## src/rtl/pcm_port_pkg.sv

```systemverilog
package pcm_port_pkg;

  typedef struct packed {
    logic rise;
    logic fall;
  } edge_t;

  function automatic logic [1:0] sync_sat_inc(input logic [1:0] n);
    return (n == 2'd2) ? n : n + 2'd1;
  endfunction

  function automatic logic frame_open(input logic fall, input logic fs_now,
                                      input logic fs_prev);
    return fall & fs_now & ~fs_prev;
  endfunction

endpackage

```

## src/rtl/pcm_clk_watch.sv

```systemverilog
module pcm_clk_watch
  import pcm_port_pkg::*;
(
  input  logic  clk,
  input  logic  rst_n,
  input  logic  pin_i,
  output edge_t edge_o
);

  logic pin_q;

  always_ff @(posedge clk or negedge rst_n) begin
    if (!rst_n) pin_q <= 1'b0;
    else        pin_q <= pin_i;
  end

  assign edge_o.rise = pin_i & ~pin_q;
  assign edge_o.fall = ~pin_i & pin_q;

endmodule

```

## src/rtl/pcm_pwr_seq.sv

```systemverilog
module pcm_pwr_seq #(
  parameter int PD_HOLD = 32
) (
  input  logic clk,
  input  logic rst_n,
  input  logic pin_i,
  output logic pwr_up_o
);

  localparam int CW = $clog2(PD_HOLD + 1);
  localparam logic [CW-1:0] FULL = CW'(PD_HOLD);

  logic          pin_q;
  logic [CW-1:0] hi_cnt;
  logic          pin_moved;

  function automatic logic [CW-1:0] hold_step(input logic [CW-1:0] c,
                                              input logic pin, input logic moved);
    if (!pin || moved) return '0;
    if (c == FULL)     return c;
    return c + CW'(1);
  endfunction

  assign pin_moved = pin_i ^ pin_q;

  always_ff @(posedge clk or negedge rst_n) begin
    if (!rst_n) begin
      pin_q  <= 1'b1;
      hi_cnt <= FULL;
    end else begin
      pin_q  <= pin_i;
      hi_cnt <= hold_step(hi_cnt, pin_i, pin_moved);
    end
  end

  assign pwr_up_o = (hi_cnt != FULL);

  a_r2_low_wakes: assert property (@(posedge clk) disable iff (!rst_n)
    !pin_i |=> pwr_up_o);

  a_r2_toggle_wakes: assert property (@(posedge clk) disable iff (!rst_n)
    pin_moved |=> pwr_up_o);

  a_r2_hold_sleeps: assert property (@(posedge clk) disable iff (!rst_n)
    (pin_i && !pin_moved && hi_cnt == FULL - CW'(1)) |=> !pwr_up_o);

endmodule

```

## src/rtl/pcm_tx_lane.sv

```systemverilog
module pcm_tx_lane
  import pcm_port_pkg::*;
#(
  parameter int W = 8
) (
  input  logic         clk,
  input  logic         rst_n,
  input  logic         pwr_up_i,
  input  edge_t        bclk_e_i,
  input  logic         fs_i,
  input  logic [W-1:0] word_i,
  output logic         sd_o,
  output logic         oe_o
);

  localparam int CW = $clog2(W + 1);
  localparam logic [CW-1:0] NBITS = CW'(W);

  logic          fs_prev_q;
  logic [1:0]    fs_seen_q;
  logic [W-1:0]  pend_q;
  logic [W-1:0]  sh_q;
  logic [CW-1:0] left_q;
  logic          armed_q;
  logic          start_w;

  function automatic logic [W-1:0] shift_up(input logic [W-1:0] v);
    return {v[W-2:0], 1'b0};
  endfunction

  assign start_w = frame_open(bclk_e_i.fall, fs_i, fs_prev_q);

  always_ff @(posedge clk or negedge rst_n) begin
    if (!rst_n)             fs_prev_q <= 1'b0;
    else if (bclk_e_i.fall) fs_prev_q <= fs_i;
  end

  always_ff @(posedge clk or negedge rst_n) begin
    if (!rst_n) begin
      fs_seen_q <= 2'd0;
      pend_q    <= '0;
      sh_q      <= '0;
      left_q    <= '0;
      armed_q   <= 1'b0;
      sd_o      <= 1'b0;
      oe_o      <= 1'b0;
    end else if (!pwr_up_i) begin
      fs_seen_q <= 2'd0;
      left_q    <= '0;
      armed_q   <= 1'b0;
      sd_o      <= 1'b0;
      oe_o      <= 1'b0;
    end else if (start_w) begin
      sh_q      <= pend_q;
      pend_q    <= word_i;
      left_q    <= NBITS;
      armed_q   <= (fs_seen_q != 2'd0);
      fs_seen_q <= sync_sat_inc(fs_seen_q);
    end else if (bclk_e_i.rise) begin
      if (left_q != '0) begin
        left_q <= left_q - CW'(1);
        sh_q   <= shift_up(sh_q);
        if (armed_q) begin
          oe_o <= 1'b1;
          sd_o <= sh_q[W-1];
        end
      end else begin
        oe_o <= 1'b0;
      end
    end
  end

  a_r3_down_quiet: assert property (@(posedge clk) disable iff (!rst_n)
    !pwr_up_i |=> !oe_o);

  a_r4_second_sync: assert property (@(posedge clk) disable iff (!rst_n)
    $rose(oe_o) |-> (fs_seen_q == 2'd2));

  a_r5_msb_out: assert property (@(posedge clk) disable iff (!rst_n)
    (pwr_up_i && bclk_e_i.rise && armed_q && left_q != '0) |=> (sd_o == $past(sh_q[W-1])));

  a_r6_window_end: assert property (@(posedge clk) disable iff (!rst_n)
    (bclk_e_i.rise && left_q == '0) |=> !oe_o);

endmodule

```

## src/rtl/pcm_rx_lane.sv

```systemverilog
module pcm_rx_lane
  import pcm_port_pkg::*;
#(
  parameter int W = 8
) (
  input  logic         clk,
  input  logic         rst_n,
  input  logic         pwr_up_i,
  input  logic         fall_i,
  input  logic         fs_i,
  input  logic         sd_i,
  output logic [W-1:0] word_o,
  output logic         valid_o
);

  localparam int CW = $clog2(W + 1);
  localparam logic [CW-1:0] NBITS = CW'(W);

  logic          fs_prev_q;
  logic [W-1:0]  sh_q;
  logic [CW-1:0] left_q;
  logic          start_w;
  logic          last_bit_w;

  function automatic logic [W-1:0] push_lsb(input logic [W-1:0] v, input logic b);
    return {v[W-2:0], b};
  endfunction

  assign start_w    = frame_open(fall_i, fs_i, fs_prev_q);
  assign last_bit_w = fall_i && (left_q == CW'(1));

  always_ff @(posedge clk or negedge rst_n) begin
    if (!rst_n)      fs_prev_q <= 1'b0;
    else if (fall_i) fs_prev_q <= fs_i;
  end

  always_ff @(posedge clk or negedge rst_n) begin
    if (!rst_n) begin
      sh_q    <= '0;
      left_q  <= '0;
      word_o  <= '0;
      valid_o <= 1'b0;
    end else if (!pwr_up_i) begin
      left_q  <= '0;
      valid_o <= 1'b0;
    end else begin
      valid_o <= 1'b0;
      if (fall_i) begin
        if (left_q != '0) begin
          sh_q   <= push_lsb(sh_q, sd_i);
          left_q <= left_q - CW'(1);
          if (last_bit_w) begin
            word_o  <= push_lsb(sh_q, sd_i);
            valid_o <= 1'b1;
          end
        end
        if (start_w) left_q <= NBITS;
      end
    end
  end

  a_r8_single_strobe: assert property (@(posedge clk) disable iff (!rst_n)
    valid_o |=> !valid_o);

  a_r8_strobe_on_last: assert property (@(posedge clk) disable iff (!rst_n)
    (pwr_up_i && last_bit_w) |=> valid_o);

  a_r10_down_silent: assert property (@(posedge clk) disable iff (!rst_n)
    !pwr_up_i |=> !valid_o);

endmodule

```

## src/rtl/pcm_serial_port.sv

```systemverilog
module pcm_serial_port
  import pcm_port_pkg::*;
#(
  parameter int WORD_W  = 8,
  parameter int PD_HOLD = 32,
  parameter int ACT_WIN = 32
) (
  input  logic              clk,
  input  logic              rst_n,
  input  logic              pd_mclk_i,
  input  logic              bclk_tx_i,
  input  logic              bclk_rx_i,
  input  logic              fs_tx_i,
  input  logic              fs_rx_i,
  input  logic [WORD_W-1:0] tx_word_i,
  input  logic              sd_i,
  output logic              sd_o,
  output logic              sd_oe_o,
  output logic              aout_en_o,
  output logic [WORD_W-1:0] rx_word_o,
  output logic              rx_valid_o
);

  localparam int AW = $clog2(ACT_WIN + 1);
  localparam logic [AW-1:0] ACT_FULL = AW'(ACT_WIN);

  edge_t         tx_e;
  edge_t         rx_e;
  logic          pwr_up;
  logic [AW-1:0] act_cnt_q;
  logic          rx_running;
  logic          sel_fall;

  pcm_pwr_seq #(.PD_HOLD(PD_HOLD)) u_pwr (
    .clk      (clk),
    .rst_n    (rst_n),
    .pin_i    (pd_mclk_i),
    .pwr_up_o (pwr_up)
  );

  pcm_clk_watch u_txclk (.clk(clk), .rst_n(rst_n), .pin_i(bclk_tx_i), .edge_o(tx_e));
  pcm_clk_watch u_rxclk (.clk(clk), .rst_n(rst_n), .pin_i(bclk_rx_i), .edge_o(rx_e));

  function automatic logic [AW-1:0] act_step(input logic [AW-1:0] c, input logic seen);
    if (seen)          return '0;
    if (c == ACT_FULL) return c;
    return c + AW'(1);
  endfunction

  always_ff @(posedge clk or negedge rst_n) begin
    if (!rst_n) act_cnt_q <= ACT_FULL;
    else        act_cnt_q <= act_step(act_cnt_q, rx_e.rise | rx_e.fall);
  end

  assign rx_running = (act_cnt_q != ACT_FULL);
  assign sel_fall   = rx_running ? rx_e.fall : tx_e.fall;

  pcm_tx_lane #(.W(WORD_W)) u_tx (
    .clk      (clk),
    .rst_n    (rst_n),
    .pwr_up_i (pwr_up),
    .bclk_e_i (tx_e),
    .fs_i     (fs_tx_i),
    .word_i   (tx_word_i),
    .sd_o     (sd_o),
    .oe_o     (sd_oe_o)
  );

  pcm_rx_lane #(.W(WORD_W)) u_rx (
    .clk      (clk),
    .rst_n    (rst_n),
    .pwr_up_i (pwr_up),
    .fall_i   (sel_fall),
    .fs_i     (fs_rx_i),
    .sd_i     (sd_i),
    .word_o   (rx_word_o),
    .valid_o  (rx_valid_o)
  );

  assign aout_en_o = pwr_up;

  a_r9_rx_edge_runs: assert property (@(posedge clk) disable iff (!rst_n)
    (rx_e.rise || rx_e.fall) |=> rx_running);

  a_r3_output_off: assert property (@(posedge clk) disable iff (!rst_n)
    !aout_en_o |=> !sd_oe_o);

endmodule

```

## config.mk

```make
export PLATFORM = sky130hd
export DESIGN_NAME = pcm_serial_port
export DESIGN_NICKNAME = d
export VERILOG_FILES = /design/src/rtl/pcm_port_pkg.sv /design/src/rtl/pcm_clk_watch.sv /design/src/rtl/pcm_pwr_seq.sv /design/src/rtl/pcm_tx_lane.sv /design/src/rtl/pcm_rx_lane.sv /design/src/rtl/pcm_serial_port.sv
export SDC_FILE = /design/constraint.sdc
export NUM_CORES = 1
export LEC_CHECK = 0
export BUFFER_PORTS_ARGS = -buffer_cell sky130_fd_sc_hd__buf_2
export CAP_MARGIN = 10
export CORE_MARGIN = 2
export CORE_UTILIZATION = 45
export CTS_CLUSTER_DIAMETER = 120
export DETAILED_ROUTE_END_ITERATION = 12
export SYNTH_ARGS = -nofsm -noshare
export SYNTH_HDL_FRONTEND = slang
export SYNTH_SLANG_ARGS = --single-unit
```

## constraint.sdc

```tcl
create_clock -name clk -period 3 [get_ports clk]
set_input_delay 0.15 -clock clk [delete_from_list [all_inputs] [get_ports clk]]
set_output_delay 0.15 -clock clk [all_outputs]
set_load 0.005 [all_outputs]
```

# Word-level counts from Yosys, hierarchy flattened
# Cells that the tools add are included.
[totals] register_bits=62 input_bits=16
[classes] n_eq_ne=19 n_mux=45 reduce_logical=17 bitwise_logic=16 add_sub_neg=5
[ops] cell="$mux W6" n=8
[ops] cell="$mux W4" n=8
[ops] cell="$mux W8" n=3
[ops] cell="$mux W1" n=23
[ops] cell="$ne A3 B3 Y1 const B" n=5
[ops] cell="$ne A2 B2 Y1 const B" n=7
[ops] cell="$add A6 B1 Y6 const B" n=2
[ops] cell="$eq A6 B6 Y1 const B" n=2
[ops] cell="$ne A6 B6 Y1 const B" n=2
[ops] cell="$reduce_and A3 Y1" n=3
[ops] cell="$and A1 B1 Y1" n=8
[ops] cell="$reduce_and A2 Y1" n=4
[ops] cell="$reduce_and A4 Y1" n=2
[ops] cell="$reduce_bool A4 Y1" n=2
[ops] cell="$sub A4 B1 Y4 const B" n=2
[ops] cell="$mux W2" n=3
[ops] cell="$not A1 Y1" n=6
[ops] cell="$reduce_bool A2 Y1" n=3
[ops] cell="$eq A4 B1 Y1 const B" n=1
[ops] cell="$ne A3 B2 Y1 const B" n=1
[ops] cell="$add A2 B1 Y2 const B" n=1
[ops] cell="$eq A2 B2 Y1 const B" n=1
[ops] cell="$logic_and A1 B1 Y1" n=1
[ops] cell="$logic_not A1 Y1" n=1
[ops] cell="other kinds (3)" n=3

# Logic depth before layout (Yosys ltp)
# Gate-level depths: netlist (run 1).
[logic_depth] depth_word=8 depth_mapped=7

# Cells and area by module
# A second synthesis (run 1) with hierarchy kept.
[hier_totals] hier_cells=246 hier_area_um2=3011.6
[modules_own_cells] mod="pcm_tx_lane" seq_area_each_um2=650.6 instances=1 area_per_inst_um2=1275.0 cells_each=104
[modules_own_cells] mod="pcm_rx_lane" seq_area_each_um2=525.5 instances=1 area_per_inst_um2=927.1 cells_each=66
[modules_own_cells] mod="pcm_serial_port" seq_area_each_um2=151.4 instances=1 area_per_inst_um2=365.4 cells_each=35
[modules_own_cells] mod="pcm_pwr_seq" seq_area_each_um2=177.7 instances=1 area_per_inst_um2=364.1 cells_each=35
[modules_own_cells] mod="pcm_clk_watch" seq_area_each_um2=25.0 instances=2 area_per_inst_um2=40.0 cells_each=3

# Worst setup path before layout (run 1)
# Ideal clock, no wire load.
[synth_timing] kind="flip-flop to flip-flop" from="register u_pwr.hi_cnt[0]" to="register u_tx.pend_q[0]" stages_incl_launch_ff=8 slack_ns=0.814 n_path_buf=0 arrival_time_ns=2.061 cell_sequence="dfrtp_1 inv_1 ha_1 nand2_1 nor4_2 inv_2 nand2_1 mux2_2"
[synth_via] elab_chain_len=2
[synth_lines] item="start, declared" line="pcm_pwr_seq.sv:14" rtl="logic [CW-1:0] hi_cnt;"
[synth_lines] item="start signal, assigned" line="pcm_pwr_seq.sv:32" rtl="hi_cnt <= hold_step(hi_cnt, pin_i, pin_moved);"
[synth_lines] item="$ne A6 B6 Y1" line="pcm_pwr_seq.sv:36" rtl="assign pwr_up_o = (hi_cnt != FULL);"
[synth_lines] item="via aout_en_o" line="pcm_serial_port.sv:19" rtl="output logic aout_en_o,"
[synth_lines] item="$reduce_and A2 Y1 (no source line)"
[synth_lines] item="end signal, assigned" line="pcm_tx_lane.sv:55" rtl="pend_q <= word_i;"
[synth_lines] item="end, declared" line="pcm_tx_lane.sv:21" rtl="logic [W-1:0] pend_q;"
# The timed path passes the listed nets, and every way through them passes these cells.
# A chain may end at the register's enable or synchronous reset.

# Worst setup path after layout (run 1)
[layout_timing] from="register act_cnt_q[3]" to="register u_rx.word_o[0]"
[layout_via] elab_chain_len=4
[layout_lines] item="start, declared" line="pcm_serial_port.sv:30" rtl="logic [AW-1:0] act_cnt_q;"
[layout_lines] item="start signal, assigned" line="pcm_serial_port.sv:52" rtl="else act_cnt_q <= act_step(act_cnt_q, rx_e.rise | rx_e.fall);"
[layout_lines] item="$ne A6 B6 Y1 (*)" line="pcm_serial_port.sv:55" rtl="assign rx_running = (act_cnt_q != ACT_FULL);"
[layout_lines] item="$mux W1 (*)" line="pcm_serial_port.sv:56" rtl="assign sel_fall = rx_running ? rx_e.fall : tx_e.fall;"
[layout_lines] item="$logic_and A1 B1 Y1" line="pcm_rx_lane.sv:30" rtl="assign last_bit_w = fall_i && (left_q == CW'(1));"
[layout_lines] item="$reduce_and A4 Y1 (no source line) (*)"
[layout_lines] item="end signal, assigned" line="pcm_rx_lane.sv:53" rtl="word_o <= push_lsb(sh_q, sd_i);"
[layout_lines] item="end, declared" line="pcm_rx_lane.sv:12" rtl="output logic [W-1:0] word_o,"
# Mark *: on every way between the ends. The rest lies on a longest branch, timed or not.

==> flow_summary.toml, run 1 <==
[synth]
netlist_instances = 239
synth_warnings = 0
netlist.top_cell.by_area = "dfrtp_1"
synth-edff-count = 0
synth_top_area_share_pct = 52.0
synth_area_per_cell_um2 = 11.9
synthTopCellsByCount = "dfrtp_1, nand2_1, mux2_2"
netlist_area_mm2 = 0.00284
synth_seq_cells = 62
yosys-top-cells-area = "dfrtp_1, mux2_2, ha_1"
synth_cell_types = 38
syn_nets = 266
synth_flop_cell = "dfrtp_1"
yosysMostFrequentCell = "dfrtp_1"
synth_async_sr_flop_share_pct = 100
synth_seq_area_share_pct = 54.8

[run_status]
violations = "hold timing"
outcome = "finished, violations left"

[setup_path]
end_kind = "flip-flop"
critPathMaxStageDelay_ps = 520
crit_chain = "or3_4, or3_1, a211oi_4, mux2_2"
r2r_start = "act_cnt_q[3]$_DFFE_PN0P_"
path_max_fanout = 9
reg2reg_setup_slack_ps = 640
slowest_stage = "a211oi_4"
rr_worst_depth = 4
worst_r2r_endpoint = "u_rx.word_o[0]$_DFFE_PN0P_"
cp_data_arrival_time_ps = 2580
critical_path_class = "flip-flop to flip-flop"
critPathLaunch = "act_cnt_q[3]$_DFFE_PN0P_"
startpoint_type = "flip-flop"
crit_end = "u_rx.word_o[0]$_DFFE_PN0P_"
worstPathRequired_ps = 3210

[die]
core_area_mm2 = 0.00603
rows = 28
die_h_um = 83.4
die_width_um = 83.4
die-area_mm2 = 0.00696
initial_utilization_pct = 47.1
pin_count = 28

[clock_network]
insertion_delay_ps = 330
cts_made_buffers = 9
post_cts_buffers = 0
cts_sinks = 62
cts_tree = "built"
htree_levels = 3
clockBufferDepth = 2
clkSlewWorstSetupHoldPaths_ps = 70
cts_root_buf = "clkbuf_8"

[power_and_ir_drop]
seqPwrFrac_pct = 45.3
power.share.combinational_pct = 22.1
switching_share_pct = 27.7
p_clk_share_pct = 32.7
p_int_mw = 1.98
switchingPower_mw = 0.756
irDropWorstVdd_v = 0.000491
power_density_mw_per_mm2 = 809
leakage_nw = 1.58

[timing]
worst_slew_pin_slew_ps = 998
fmax_mhz = 423
final.period_utilization_pct = 78.7
rsz0062_at_grt = "no"
relSlewSlack_pct = 33.4
hold-worst-slack_ps = -10.8
drv_slew = 0
finClkSkew_ps = 10.6
setup_violations = 0
hold_viol_final = 32
tns_ps = 0
min_period_ps = 2360

[detailed_routing]
drc = 0
first_pass_iters = 4
dr_total_vias = 1819
wl_um = 4850
ant_nets = 0
wire_per_inst_um = 13.5
drt_iter0_drc = 57
vias_per_cell = 5.05

[placed_design]
io_buffers = 27
placed_cells_incl_taps = 341
gp_congestion = 0.802
hpwl_um = 3260

[global_routing]
grt_pass1_wl_um = 8780
grt_antenna_before_repair = 0
overflow = 0
grt_usage_pct = 15.5
grt_max_degree = 47
grt_pass1_vias = 1952

[cells_and_area]
drive_above_1_share_pct = 31.6
area_growth_pct = 18.9
n_antenna_cell = 0
fin_nets = 307
finalNonFillerCells = 360

[flow_run]
maxCapViolCount = 0

[worst_hold_path]
hold_class = "input pin to asynchronous set/reset pin"
-- sequential cells by signal, summed over array words and instances, names as in the netlist, 2 cells and up --
register,flops
act_cnt_q,6
u_pwr.hi_cnt,6
u_rx.left_q,4
u_rx.sh_q,7
u_rx.word_o,8
u_tx.fs_seen_q,2
u_tx.left_q,4
u_tx.pend_q,8
u_tx.sh_q,8
-- metrics by stage --
step	utilization, %	instance area (µm²)	setup WS, ps	total power [mW]
global route	56.0	3380	535	2.92
finish	56.0	3380	638	2.73
floorplan	-	2840	814	1.67
CTS	56.0	3380	645	2.77
global placement	51.5	3100	665	1.83
detailed placement	51.5	3100	624	1.87
-- power groups by stage --
stage,Combinational [mW],Sequential (mW),Clock [mW]
after detailed placement,0.612,1.25,0
after global routing,0.698,1.27,0.950
after global placement,0.587,1.25,0
after CTS,0.615,1.24,0.918
after floorplan,0.450,1.22,0
final,0.603,1.24,0.892
-- final cells by class --
cell class / count / area [µm²]
Timing Repair Buffer: 35 / 203
Multi-Input combinational cell: 160 / 1230
Sequential cell: 62 / 1560
Tap cell: 75 / 93.8
Clock buffer: 9 / 124
Fill cell: 520 / 2650
Clock inverter: 7 / 121
Inverter: 12 / 45.0
-- worst max-delay path: cells and delay by family, from the launching register on --
kind / cells / cell delay, ps
AO/OA/AOI/OAI: 1 / 520
multiplexers: 1 / 390
flip-flops: 1 / 420
AND/OR/NAND/NOR: 2 / 920
-- cell families (layout without fill, tap and decap cells) --
group | Yosys count | in the layout | synth area share (%)
flops | 62 | 62 | 54.8
mux | 35 | 35 | 13.7
xor+xnor | 13 | 13 | 4.01
fa+ha+maj | 11 | 11 | 4.85
simple gates | 79 | 79 | 13.9
compound gates | 22 | 22 | 6.39
buf+inv | 17 | 63 | 2.33
-- metal layers --
layer / vias to the layer above / share of wire, % / GRT usage, %
met5: - / 0 / 0
met4: 0 / 1.2 / 6.89
met3: 7 / 2.7 / 3.38
met2: 27 / 47 / 24.4
met1: 881 / 49 / 20.6
li1: 904 / - / -
-- how the worst min path moves through the flow --
stage	depth (start not counted)	end	slack (ps)	start
floorplan	0	act_cnt_q[0]$_DFFE_PN0P_	-150	rst_n
global placement	1	u_pwr.pin_q$_DFF_PN1_	270	pd_mclk_i
detailed placement	1	u_pwr.pin_q$_DFF_PN1_	270	pd_mclk_i
CTS	1	u_pwr.hi_cnt[0]$_DFFE_PN0P_	30	rst_n
global route	2	u_tx.pend_q[1]$_DFFE_PN0P_	40	tx_word_i[1]
finish	1	u_pwr.hi_cnt[0]$_DFFE_PN0P_	-10	rst_n
-- cells in the final DEF (no fill, tap or decap), drive strengths merged --
cell / count
a21o: 1
dfrtp: 59
a31oi: 1
nor3: 6
a2111oi: 1
dfstp: 3
o21ai: 4
xor2: 4
o32ai: 1
or3b: 1
ha: 11
o2bb2ai: 1
or3: 2
mux2i: 3
nand4bb: 1
bufinv: 3
nor2: 10
nand3: 7
nor3b: 2
nand2b: 3
a21boi: 1
inv: 13
and2: 5
clkbuf: 9
a21oi: 5
nor4bb: 1
nor2b: 4
a22o: 1
a32o: 4
mux2: 32
xnor2: 9
a211oi: 2
and3: 3
nor4: 1
buf: 32
clkinv: 3
dlygate4sd3: 3
nand2: 33
-- repair_timing --
action,CTS,global route
endpoints found under the hold margin,3,0
gates resized for setup,0,0
hold buffers,3,0
(Power assumes the default switching activity.)
==> run 2, diff against run 1 <==
ABC_AREA = 1   (was unset)
PLACE_DENSITY = 0.66   (was unset)
clock period = 2.1 ns   (was 3 ns; I/O delays follow)
==> flow_summary.toml, run 2 <==
[global_routing]
grt_antenna_before_repair = 0
grt_max_degree = 36
grt_usage_pct = 16.7
grt_pass1_vias = 2172
overflow = 0
grt_pass1_wl_um = 9670

[placed_design]
gp_congestion = 0.783
placed_cells_incl_taps = 423
placed_cell_area_mm2 = 0.00320
hpwl_um = 3840
io_buffers = 27

[synth]
syn_nets = 349
synth_cell_types = 35
synth_area_per_cell_um2 = 9.32
synth_warnings = 0
synth_async_sr_flop_share_pct = 100
synth_seq_cells = 62
synth_flop_cell = "dfrtp_1"
synth-edff-count = 0
yosys-top-cells-area = "dfrtp_1, nand2_1, ha_1"
netlist_instances = 322
synthTopCellsByCount = "nand2_1, dfrtp_1, inv_1"
synth_top_area_share_pct = 49.2
netlist.top_cell.by_area = "dfrtp_1"
yosysMostFrequentCell = "nand2_1"
synth_seq_area_share_pct = 51.8
netlist_area_mm2 = 0.00300

[clock_network]
clockBufferDepth = 2
cts_resized = 0
cts_root_buf = "clkbuf_8"
hold_buffers = 12
post_cts_buffers = 0
htree_levels = 3
cts_sinks = 62
cts_tree = "built"
cts_made_buffers = 9
insertion_delay_ps = 340
clkSlewWorstSetupHoldPaths_ps = 70

[cells_and_area]
finalNonFillerCells = 451
layout_common_cells = "nand2_1, dfrtp_1, inv_1"
drive_above_1_share_pct = 24.1
fin_area_mm2 = 0.00354
fin_nets = 396
reg_top3 = "u_rx.word_o: 8 flops, u_tx.pend_q: 8 flops, u_tx.sh_q: 8 flops"
n_antenna_cell = 0
fillers = 572
final_common_cell = "nand2_1"
area_growth_pct = 18.0

[timing]
rsz0062_at_grt = "no"
fmax_mhz = 524
finClkSkew_ps = 7.02
tns_ps = 0
hold-worst-slack_ps = 19.0
relSlewSlack_pct = 70.8
final.period_utilization_pct = 90.8
min_period_ps = 1910
setup_violations = 0
hold_viol_final = 0
drv_slew = 0
worst_slew_pin_slew_ps = 439

[power_and_ir_drop]
seqPwrFrac_pct = 44.0
power_density_mw_per_mm2 = 1130
irDropWorstVdd_v = 0.000641
power.share.combinational_pct = 26.7
p_clk_share_pct = 29.2
switchingPower_mw = 1.29
p_int_mw = 2.71
leakage_nw = 1.75
switching_share_pct = 32.3

[die]
core_area_mm2 = 0.00639
pin_count = 28
die_h_um = 85.7
die-area_mm2 = 0.00734
rows = 29
die_width_um = 85.7
initial_utilization_pct = 47.0

[setup_path]
critPathMaxStageDelay_ps = 420
slowest_stage = "dfrtp_1"
worstPathRequired_ps = 2000
end_kind = "primary output"
critical_path_class = "flip-flop to primary output"
reg2reg_setup_slack_ps = 330
rr_worst_depth = 9
cp_data_arrival_time_ps = 1800
startpoint_type = "flip-flop"
path_max_fanout = 19
crit_chain = "inv_1, ha_1, nand3_1, nor3_4, inv_4, buf_2"

[detailed_routing]
wl_um = 5410
ant_nets = 0
dr_total_vias = 2185
wire_per_inst_um = 12.0
vias_per_cell = 4.84
drt_iter0_drc = 77
drc = 0
first_pass_iters = 6

[worst_hold_path]
whs_path_depth = 3
hold_class = "input pin to flip-flop"

[run_status]
outcome = "complete, no violations"

[flow_run]
maxCapViolCount = 0
==> run 2: cell count changes after synthesis, sizes merged, moves of 5 or more <==
cell / before / now
o21ai: 4 / 29
inv: 12 / 40
nand2: 33 / 85
mux2: 32 / 0
nor2: 10 / 29
and2: 5 / 0
a31oi: 1 / 6
nand3: 7 / 25
==> run 2: power by group through the flow <==
| stage | sequential (mW) | clock [mW] | combinational [mW] |
|---|---|---|---|
| after CTS | 1.76 | 1.20 | 1.09 |
| after global routing | 1.81 | 1.24 | 1.24 |
| after detailed placement | 1.78 | 0 | 1.07 |
| after floorplan | 1.74 | 0 | 0.810 |
| after global placement | 1.76 | 0 | 1.02 |
| final | 1.76 | 1.17 | 1.07 |
==> run 2: metal layers <==
layer  vias to the layer above  global-route usage [%]  wire length [µm]
met5                         -                       0                 0
met2                        31                    27.8              2710
met1                      1030                    20.7              2450
met3                         4                    5.87               199
met4                         0                    4.47                44
li1                       1120                       -                 -
==> run 2: logic make-up after synthesis <==
kind of cell               share of synthesized area, %
and+or+nand+nor                                    22.5
DFF                                                51.8
AOI/OAI and AO/OA                                  11.1
buffers and inverters                              7.42
adders and majority gates                          4.59
xor gates and xnor gates                           2.63
==> run 2: worst paths after layout <==
check,startpoint,to
min,tx_word_i[7],u_tx.pend_q[7]$_DFFE_PN0P_
min in group asynchronous,rst_n,act_cnt_q[0]$_DFFE_PN0P_
max reg2reg,u_pwr.hi_cnt[0]$_DFFE_PN0P_,u_tx.left_q[1]$_DFFE_PN0P_
max,u_pwr.hi_cnt[0]$_DFFE_PN0P_,aout_en_o
max in group asynchronous,rst_n,u_pwr.hi_cnt[5]$_DFFE_PN1P_
min reg2reg,u_rx.word_o[2]$_DFFE_PN0P_,u_rx.word_o[2]$_DFFE_PN0P_
==> run 2: final cells by class <==
| cell class | count | area [µm²] | area share [%] |
|---|---|---|---|
| multi-input combinational | 212 | 1220 | 34.5 |
| inverter | 42 | 165 | 4.67 |
| timing repair buffer | 42 | 278 | 7.85 |
| clock buffer | 10 | 138 | 3.89 |
| clock inverter | 6 | 85.1 | 2.40 |
| sequential | 62 | 1560 | 43.9 |
| tap | 77 | 96.3 | 2.72 |
==> run 2: through the flow <==
step                total power [mW]  setup slack (ps)  utilization [%]
floorplan                       2.55               536                -
global placement                2.78               442             50.1
detailed placement              2.84               364             50.1
CTS                             4.05               175             55.4
global route                    4.29              53.9             55.4
finish                          4.00               193             55.4
==> run 2: worst max-delay path: cells and delay by family (launching register included) <==
kind                       cells  cell delay (ps)
adders and majority gates      1              130
buffers and inverters          3              430
DFF                            1              420
and+or+nand+nor                2              480
==> run 3, diff against run 2 <==
PLACE_DENSITY = unset   (was 0.66)
clock period = 2 ns   (was 2.1 ns; I/O delays follow)
==> flow_summary.toml, run 3 (same netlist as run 2, synthesis figures left out) <==
[die]
die-area_mm2 = 0.00734
die_width_um = 85.7
die_h_um = 85.7
rows = 29
pin_count = 28
core_area_mm2 = 0.00639
initial_utilization_pct = 47.0

[detailed_routing]
ant_nets = 0
drt_iter0_drc = 99
vias_per_cell = 4.76
wl_um = 5160
wire_per_inst_um = 11.4
drc = 0
dr_total_vias = 2148
first_pass_iters = 4

[timing]
min_period_ps = 1740
tns_ps = 0
hold_viol_final = 0
worst_slew_pin_slew_ps = 397
fmax_mhz = 575
final.period_utilization_pct = 86.9
setup_violations = 0
relSlewSlack_pct = 73.5
rsz0062_at_grt = "no"
finClkSkew_ps = 7.02
drv_slew = 0

[cells_and_area]
fin_nets = 397
reg_top3 = "u_rx.word_o: 8 flops, u_tx.pend_q: 8 flops, u_tx.sh_q: 8 flops"
layout_common_cells = "nand2_1, dfrtp_1, inv_1"
finalNonFillerCells = 451
n_antenna_cell = 0
drive_above_1_share_pct = 23.8
area_growth_pct = 19.1
final_common_cell = "nand2_1"

[clock_network]
cts_resized = 0
htree_levels = 3
cts_root_buf = "clkbuf_8"
insertion_delay_ps = 330
clockBufferDepth = 2
cts_made_buffers = 9
cts_tree = "built"
clkSlewWorstSetupHoldPaths_ps = 60
cts_sinks = 62

[setup_path]
worstPathRequired_ps = 1900
crit_chain = "inv_1, ha_1, nand3_1, nor3_4, inv_4, buf_2"
end_kind = "primary output"
critPathMaxStageDelay_ps = 410
cp_data_arrival_time_ps = 1640
critical_path_class = "flip-flop to primary output"
startpoint_type = "flip-flop"
slowest_stage = "dfrtp_1"
path_max_fanout = 19

[power_and_ir_drop]
power.share.combinational_pct = 26.0
power_density_mw_per_mm2 = 1190
seqPwrFrac_pct = 43.3
leakage_nw = 1.77
irDropWorstVdd_v = 0.000834
switching_share_pct = 30.4
p_int_mw = 2.96
p_clk_share_pct = 30.7
switchingPower_mw = 1.29

[flow_run]
maxCapViolCount = 0

[worst_hold_path]
hold_class = "input pin to flip-flop"

[global_routing]
grt_usage_pct = 16.2
grt_max_degree = 63
grt_pass1_wl_um = 9320
overflow = 0
grt_antenna_before_repair = 0
grt_pass1_vias = 2053

[placed_design]
hpwl_um = 3480
io_buffers = 27
gp_congestion = 0.783
placed_cells_incl_taps = 422

[run_status]
outcome = "complete, no violations"
==> run 3: cell types whose count changed in the layout (fill, tap and decap cells not counted) <==
cell        change
buf_12          +1
clkinv_2        -1
bufinv_16       +1
clkinvlp_4      -2
clkbuf_1        +1
==> run 3: layer usage <==
layer	share of wire, %	GRT usage, %	routed length (µm)
met1	50	21.4	2570
met2	44	24.8	2290
met3	3.7	5.49	189
met4	2.1	6.06	106
met5	0	0	0
==> run 3: power by group through the flow <==
stage / clock (mW) / combinational (mW) / sequential, mW
2_1_floorplan: 0 / 0.851 / 1.83
3_3_place_gp: 0 / 1.08 / 1.86
3_5_place_dp: 0 / 1.10 / 1.86
4_1_cts: 1.35 / 1.13 / 1.84
5_1_grt: 1.40 / 1.30 / 1.89
6_report: 1.31 / 1.11 / 1.84
==> run 3: what timing repair did <==
action,in CTS,in global routing
buffers inserted,0,2
endpoints found under the hold margin,70,0
setup endpoints to repair,0,1
hold buffers,12,0
==> run 3: stage by stage <==
step / power [mW] / hold slack [ps] / cell area, µm² / util, % / worst slack, ps
4_1_cts: 4.32 / 10.1 / 3560 / 55.7 / 79.5
3_5_place_dp: 2.96 / 142 / 3200 / 50.1 / 287
6_report: 4.26 / 25.7 / 3570 / 56.0 / 261
5_1_grt: 4.59 / 6.42 / 3570 / 56.0 / 124
2_1_floorplan: 2.68 / -196 / 3000 / - / 436
3_3_place_gp: 2.93 / 142 / 3200 / 50.1 / 329
==> run 3: final cells by class <==
class,instances,area [µm²]
Inverter,42,165
Tap cell,77,96.3
Multi-Input combinational cell,212,1220
Fill cell,581,2810
Timing Repair Buffer,43,298
Sequential cell,62,1560
Clock inverter,4,95.1
Clock buffer,11,141
==> run 3: final timing paths <==
| kind | startpoint | end | slack, ps | cells past startpoint |
|---|---|---|---|---|
| setup / recovery | u_pwr.hi_cnt[0]$_DFFE_PN0P_ | aout_en_o | 260 | 6 |
| hold / removal | tx_word_i[7] | u_tx.pend_q[7]$_DFFE_PN0P_ | 30 | 3 |
| setup reg to reg | act_cnt_q[0]$_DFFE_PN0P_ | u_rx.word_o[1]$_DFFE_PN0P_ | 280 | 12 |
| hold reg to reg | u_tx.pend_q[0]$_DFFE_PN0P_ | u_tx.pend_q[0]$_DFFE_PN0P_ | 470 | 2 |
| max in group asynchronous | rst_n | u_pwr.pin_q$_DFF_PN1_ | 1380 | 3 |
| min in group asynchronous | rst_n | act_cnt_q[3]$_DFFE_PN0P_ | 300 | 3 |
==> run 3: worst max-delay path: cells and delay by family (launching register included) <==
kind                     cells  cell delay (ps)
buffers and inverters        3              380
flip-flops                   1              410
adder cells (fa/ha/maj)      1              140
AND/OR/NAND/NOR              2              380
